[config.mk]
export PLATFORM = sky130hd
export DESIGN_NAME = irq_vec_ctl
export DESIGN_NICKNAME = d
export VERILOG_FILES = /design/src/rtl/irq_vec_pkg.sv /design/src/rtl/irq_req_latch.sv /design/src/rtl/irq_prio_arb.sv /design/src/rtl/irq_regfile.sv /design/src/rtl/irq_vec_ctl.sv
export SDC_FILE = /design/constraint.sdc
export NUM_CORES = 1
export LEC_CHECK = 0
export ABC_AREA = 1
export ABC_CLOCK_PERIOD_IN_PS = 8850
export CORE_ASPECT_RATIO = 1.1
export CORE_MARGIN = 4
export CORE_UTILIZATION = 30
export CTS_CLUSTER_SIZE = 8
export DETAILED_ROUTE_END_ITERATION = 10
export GPL_ROUTABILITY_DRIVEN = 0
export PLACE_DENSITY = 0.54
export SYNTH_ARGS = -nofsm -noshare
export SYNTH_HDL_FRONTEND = slang
export SYNTH_SLANG_ARGS = --single-unit
[constraint.sdc]
create_clock -name clk -period 8.85 [get_ports clk]
set_input_delay 1.3275 -clock clk [delete_from_list [all_inputs] [get_ports clk]]
set_output_delay 1.3275 -clock clk [all_outputs]
set_load 0.02 [all_outputs]
[src/rtl/irq_vec_pkg.sv]
package irq_vec_pkg;

    localparam int NUM_IRQ  = 8;
    localparam int VEC_W    = $clog2(NUM_IRQ);
    localparam int PRIO_W   = 7;
    localparam int DATA_W   = 32;
    localparam int ID_W     = 16;

    localparam logic [PRIO_W-1:0] PRIO_RST = 7'h5F;
    localparam logic [ID_W-1:0]   ID_CODE  = 16'h0006;

    // byte offsets of the register slots
    localparam int OFS_ID        = 'h000;
    localparam int OFS_VEC       = 'h004;
    localparam int OFS_ACK       = 'h008;
    localparam int OFS_CLR       = 'h00C;
    localparam int OFS_PRIO_BASE = 'h100;

    typedef enum logic [2:0] {
        OP_NONE,
        OP_ID,
        OP_VEC,
        OP_ACK,
        OP_CLR,
        OP_PRIO
    } reg_op_e;

    typedef struct packed {
        logic             valid;
        logic [VEC_W-1:0] idx;
    } vec_t;

    typedef logic [NUM_IRQ-1:0][PRIO_W-1:0] prio_arr_t;

    function automatic logic [DATA_W-1:0] vec_word(input vec_t v);
        return DATA_W'(v.valid ? v.idx : '0);
    endfunction

endpackage

[src/rtl/irq_req_latch.sv]
module irq_req_latch
    import irq_vec_pkg::*;
#(
    parameter logic [NUM_IRQ-1:0] TRIG_EDGE = '1
) (
    input  logic               clk,
    input  logic               rst,
    input  logic [NUM_IRQ-1:0] irq_in,
    input  logic               clr_en,
    input  logic [VEC_W-1:0]   clr_idx,
    output logic [NUM_IRQ-1:0] pend
);

    logic [NUM_IRQ-1:0] prev_q;
    logic [NUM_IRQ-1:0] set_v;
    logic [NUM_IRQ-1:0] clr_v;

    always_ff @(posedge clk) begin
        if (rst) prev_q <= '0;
        else     prev_q <= irq_in;
    end

    for (genvar i = 0; i < NUM_IRQ; i++) begin : g_src
        if (TRIG_EDGE[i]) begin : g_edge
            assign set_v[i] = irq_in[i] & ~prev_q[i];
        end else begin : g_level
            assign set_v[i] = irq_in[i];
        end
        assign clr_v[i] = clr_en && (clr_idx == VEC_W'(i));
    end

    // set has priority over a same-cycle clear
    always_ff @(posedge clk) begin
        if (rst) pend <= '0;
        else     pend <= set_v | (pend & ~clr_v);
    end

endmodule

[src/rtl/irq_prio_arb.sv]
module irq_prio_arb
    import irq_vec_pkg::*;
(
    input  logic [NUM_IRQ-1:0] pend,
    input  prio_arr_t          prio,
    output vec_t               best
);

    logic [PRIO_W-1:0] best_prio;

    // ascending scan with strict compare: ties go to the lowest index
    always_comb begin
        best      = '0;
        best_prio = '0;
        for (int i = 0; i < NUM_IRQ; i++) begin
            if (pend[i] && (!best.valid || prio[i] > best_prio)) begin
                best.valid = 1'b1;
                best.idx   = VEC_W'(i);
                best_prio  = prio[i];
            end
        end
    end

endmodule

[src/rtl/irq_regfile.sv]
module irq_regfile
    import irq_vec_pkg::*;
#(
    parameter int ADDR_W = 12
) (
    input  logic               clk,
    input  logic               rst,
    input  logic               bus_req,
    input  logic               bus_wr,
    input  logic [ADDR_W-1:0]  bus_addr,
    input  logic [DATA_W-1:0]  bus_wdata,
    output logic               bus_done,
    output logic [DATA_W-1:0]  bus_rdata,
    input  vec_t               best,
    output prio_arr_t          prio,
    output logic               clr_en,
    output logic [VEC_W-1:0]   clr_idx
);

    localparam int WORD_W = ADDR_W - 2;
    localparam logic [WORD_W-1:0] W_ID   = WORD_W'(OFS_ID >> 2);
    localparam logic [WORD_W-1:0] W_VEC  = WORD_W'(OFS_VEC >> 2);
    localparam logic [WORD_W-1:0] W_ACK  = WORD_W'(OFS_ACK >> 2);
    localparam logic [WORD_W-1:0] W_CLR  = WORD_W'(OFS_CLR >> 2);
    localparam logic [WORD_W-1:0] W_PRIO = WORD_W'(OFS_PRIO_BASE >> 2);

    logic              accept;
    logic [WORD_W-1:0] word;
    logic [WORD_W-1:0] rel;
    logic [VEC_W-1:0]  prio_idx;
    reg_op_e           op;
    logic              unused_wdata_hi;

    assign unused_wdata_hi = ^bus_wdata[DATA_W-1:PRIO_W];

    assign accept   = bus_req && !bus_done;
    assign word     = bus_addr[ADDR_W-1:2];
    assign rel      = word - W_PRIO;
    assign prio_idx = rel[VEC_W-1:0];

    always_comb begin
        op = OP_NONE;
        if (bus_addr[1:0] == 2'b00) begin
            if      (word == W_ID)               op = OP_ID;
            else if (word == W_VEC)              op = OP_VEC;
            else if (word == W_ACK)              op = OP_ACK;
            else if (word == W_CLR)              op = OP_CLR;
            else if (rel < WORD_W'(NUM_IRQ))     op = OP_PRIO;
        end
    end

    // clear request: either a clear-vector write or a claiming read
    always_comb begin
        clr_en  = 1'b0;
        clr_idx = '0;
        if (accept && bus_wr && op == OP_CLR) begin
            clr_en  = 1'b1;
            clr_idx = bus_wdata[VEC_W-1:0];
        end else if (accept && !bus_wr && op == OP_ACK && best.valid) begin
            clr_en  = 1'b1;
            clr_idx = best.idx;
        end
    end

    always_ff @(posedge clk) begin
        if (rst) bus_done <= 1'b0;
        else     bus_done <= accept;
    end

    always_ff @(posedge clk) begin
        if (rst) begin
            bus_rdata <= '0;
        end else if (accept && !bus_wr) begin
            unique case (op)
                OP_ID:          bus_rdata <= DATA_W'(ID_CODE);
                OP_VEC, OP_ACK: bus_rdata <= vec_word(best);
                OP_PRIO:        bus_rdata <= DATA_W'(prio[prio_idx]);
                default:        bus_rdata <= '0;
            endcase
        end
    end

    for (genvar i = 0; i < NUM_IRQ; i++) begin : g_prio
        always_ff @(posedge clk) begin
            if (rst)
                prio[i] <= PRIO_RST;
            else if (accept && bus_wr && op == OP_PRIO && prio_idx == VEC_W'(i))
                prio[i] <= bus_wdata[PRIO_W-1:0];
        end
    end

endmodule

[src/rtl/irq_vec_ctl.sv]
module irq_vec_ctl
    import irq_vec_pkg::*;
#(
    parameter int                 ADDR_W    = 12,
    parameter logic [NUM_IRQ-1:0] TRIG_EDGE = '1
) (
    input  logic               clk,
    input  logic               rst,
    input  logic [NUM_IRQ-1:0] irq_in,
    input  logic               bus_req,
    input  logic               bus_wr,
    input  logic [ADDR_W-1:0]  bus_addr,
    input  logic [DATA_W-1:0]  bus_wdata,
    output logic               bus_done,
    output logic [DATA_W-1:0]  bus_rdata,
    output logic               irq_o
);

    logic [NUM_IRQ-1:0] pend_q;
    prio_arr_t          prio;
    vec_t               best;
    logic [VEC_W-1:0]   arb_idx;
    logic               clr_en;
    logic [VEC_W-1:0]   clr_idx;

    irq_req_latch #(.TRIG_EDGE(TRIG_EDGE)) latch_i (
        .clk     (clk),
        .rst     (rst),
        .irq_in  (irq_in),
        .clr_en  (clr_en),
        .clr_idx (clr_idx),
        .pend    (pend_q)
    );

    irq_prio_arb arb_i (
        .pend (pend_q),
        .prio (prio),
        .best (best)
    );

    irq_regfile #(.ADDR_W(ADDR_W)) regs_i (
        .clk       (clk),
        .rst       (rst),
        .bus_req   (bus_req),
        .bus_wr    (bus_wr),
        .bus_addr  (bus_addr),
        .bus_wdata (bus_wdata),
        .bus_done  (bus_done),
        .bus_rdata (bus_rdata),
        .best      (best),
        .prio      (prio),
        .clr_en    (clr_en),
        .clr_idx   (clr_idx)
    );

    assign arb_idx = best.idx;
    assign irq_o   = |pend_q;

endmodule

==> results.json <==
{
  "viasPerCell": 4.89,
  "path_class": "reg2reg",
  "finalCritPeriodShare_pct": 103,
  "min_path_type": "reg2reg",
  "dpl_cell_area_sq_um": 6820,
  "cts_hold_buf": 0,
  "grt_pass1_wl_microns": 29000,
  "cts_buffers": 9,
  "whs_path_depth": 3,
  "areaGrowthSynthToFinish_pct": 49.6,
  "setup_violations": 11,
  "final_nets": 1077,
  "final_core_util_pct": 45.7,
  "synth_top_area_cell": "dfxtp_1",
  "cp.required_ns": 9.09,
  "critical_path.max_fanout": 7,
  "reg2reg_depth": 86,
  "synth_top_area_share_pct": 28.5,
  "rsz0062_at_grt": "yes",
  "final_cell_count_no_fill": 1220,
  "async_reset_ff_share_pct": 0,
  "die_w_microns": 139,
  "rr_startpoint": "latch_i.pend[0]$_SDFF_PP0_",
  "ant_nets": 0,
  "yosysWarningCount": 0,
  "ys.flop_type": "dfxtp_1",
  "peakVddDrop_mv": 0.106,
  "fp.dieArea_sq_um": 21000,
  "drt_first_pass_iters": 5,
  "violations": "setup timing",
  "startpoint_type": "flop",
  "antenna_found_initial": 0,
  "vias": 5971,
  "pin_count": 90,
  "clk_path_buf_depth": 2,
  "slew_viol_final": 0,
  "outcome": "complete, but fails checks",
  "p_leak_nw": 4.05,
  "grt_pass1_vias": 5476,
  "preCtsSetupSlack_ns": -0.913,
  "synth.area.top_cells": "dfxtp_1 28%, nand2_1 18%, ha_1 11%",
  "coreArea_sq_um": 18400,
  "hp-start": "latch_i.prev_q[2]$_SDFF_PP0_",
  "slew_headroom_pct": 40.4,
  "path_clk_slew_ns": 0.07,
  "syn-cell-area_sq_um": 5620,
  "period_needed_ns": 9.08,
  "total_power_mw": 1.54,
  "ys_seq_area_share_pct": 28.5,
  "fin_ws_ns": -0.228,
  "cp.arrival_ns": 9.32,
  "clkLatencyLatePin_ns": 0.35,
  "dp.cells": 1184,
  "min_to": "latch_i.pend[2]$_SDFF_PP0_",
  "syn_inst": 835,
  "r2r-end": "latch_i.pend[6]$_SDFF_PP0_",
  "start_util_pct": 30.5,
  "synth-edff-count": 0,
  "grt_max_degree": 50,
  "drive_gt1_share_pct": 34.0,
  "crit_family": "simple AND/OR/NAND/NOR gates",
  "final_area_sq_um": 8410,
  "die_h_microns": 152,
  "placementRows": 52,
  "cp.buffers_inverters": 12,
  "synth.most_common_cell": "nand2_1",
  "root_buffer": "clkbuf_16",
  "crit_top_cell": "nand2_1",
  "hpwl_microns": 13800,
  "htreeDepth": 3,
  "syn_area_per_cell_sq_um": 6.73,
  "endpoint_kind": "flop",
  "r2r_setup_slack_ns": -0.23,
  "drt-total-wl_microns": 19300,
  "synthDistinctLibCells": 45,
  "port_buffers": 39,
  "tritoncts": "built",
  "cts_sinks": 80,
  "crit_path_max_incr_delay_ns": 0.47,
  "powerDensity_nw_per_um2": 183,
  "drc": 0,
  "avgRoutedWirePerCell_microns": 15.8,
  "fmax_mhz": 110,
  "grt_overflow_total": 0,
  "ys_ff_latch": 80,
  "synthTopCellsByCount": "268 x nand2_1, 102 x inv_1, 80 x dfxtp_1",
  "tightest_slew_ns": 0.893,
  "final_hold_viol_count": 0,
  "drtIter0Drc": 310,
  "crit_slowest_cell": "dfxtp_4",
  "clock_skew_ns": 0.00953,
  "setup_tns_ns": -1.85,
  "fin_hold_ws_ns": 0.453,
  "antenna_cells": 0,
  "grt_use_total_pct": 17.4,
  "maxCapViolCount": 0
}
cells in the final DEF, fill, tap and decap left out, types with 4 or more instances in the layout:
cell	netlist	routed
dfxtp_1	80	79
o2111ai_1	5	5
o22ai_1	14	14
nand2_1	268	190
or2_4	0	8
nand3_4	1	4
a21o_1	4	4
o21ai_2	1	7
nor2_1	46	38
nand2_2	1	48
conb_1	1	25
nand4_1	10	10
a21oi_1	36	28
inv_1	102	87
nor2_4	3	9
o21ai_1	0	5
buf_6	3	11
clkdlybuf4s50_1	0	39
o21ai_0	33	19
nand3_1	46	24
nand3_2	2	21
nand2_4	1	33
ha_4	0	27
and2_4	0	5
o211ai_1	44	44
buf_4	27	92
inv_2	3	16
ha_1	49	20
a21oi_2	0	8
clkbuf_16	0	12
flip-flops by register name, summed over array words and instances (netlist names):
| register | count |
|---|---|
| regs_i.prio | 56 |
| latch_i.pend | 8 |
| latch_i.prev_q | 8 |
| regs_i.bus_rdata | 7 |
| regs_i.bus_done | 1 |
how the worst max path moves through the flow:
stage                                             to  slack, ns  cells past startpoint                        from
after floorplan           latch_i.pend[0]$_SDFF_PP0_       0.06                     85  latch_i.pend[0]$_SDFF_PP0_
after global placement    latch_i.pend[0]$_SDFF_PP0_      -0.83                     91  latch_i.pend[0]$_SDFF_PP0_
after detailed placement  latch_i.pend[0]$_SDFF_PP0_      -0.91                     87  latch_i.pend[0]$_SDFF_PP0_
after CTS                 latch_i.pend[0]$_SDFF_PP0_      -0.27                     99  latch_i.pend[0]$_SDFF_PP0_
after global routing      latch_i.pend[6]$_SDFF_PP0_      -0.96                     90  latch_i.pend[0]$_SDFF_PP0_
final                     latch_i.pend[6]$_SDFF_PP0_      -0.23                     86  latch_i.pend[0]$_SDFF_PP0_
routing by layer:
layer  up-vias  share of wire (%)  GRT usage, %
met4         0                2.8          5.98
met3        42                4.8          3.01
met2       128                 49          30.6
li1       3001                  -             -
met5         -                  0             0
met1      2800                 43          21.8
cells by family (layout without fill, tap and decap cells):
family,count (synthesis),in the layout,synth area share [%]
buf+inv,155,272,12.8
simple gates,402,403,31.0
flops,80,80,28.5
mux,1,1,0.178
fa+ha+maj,49,49,10.9
other cells,1,25,0.0667
compound gates,147,147,16.6
power by group:
part | internal (mW) | leakage [nW] | switching (mW)
sequential | 0.366 | 0.652 | 0.00747
clock | 0.256 | 0.159 | 0.165
combinational | 0.354 | 3.24 | 0.389
worst min-delay path, delay by kind of cell (launching register included):
family                 cells  cell delay, ns
buffers and inverters      1            0.04
DFF                        1            0.30
and+or+nand+nor            2            0.09
layout make-up:
| type | instances | area (sq um) |
|---|---|---|
| Clock buffer | 10 | 239 |
| Multi-Input combinational cell | 625 | 4400 |
| Inverter | 107 | 420 |
| Tap cell | 243 | 304 |
| Timing Repair Buffer | 149 | 1360 |
| Sequential cell | 80 | 1610 |
| Clock inverter | 6 | 90.1 |
| Fill cell | 1805 | 10000 |
timing repair:
item,in CTS,in global routing
cloned,1,3
resized for setup,67,189
buffers inserted,2,14
setup endpoints to repair,11,11
pin swaps,22,108
No activity file was read; power rests on OpenSTA's default activity.
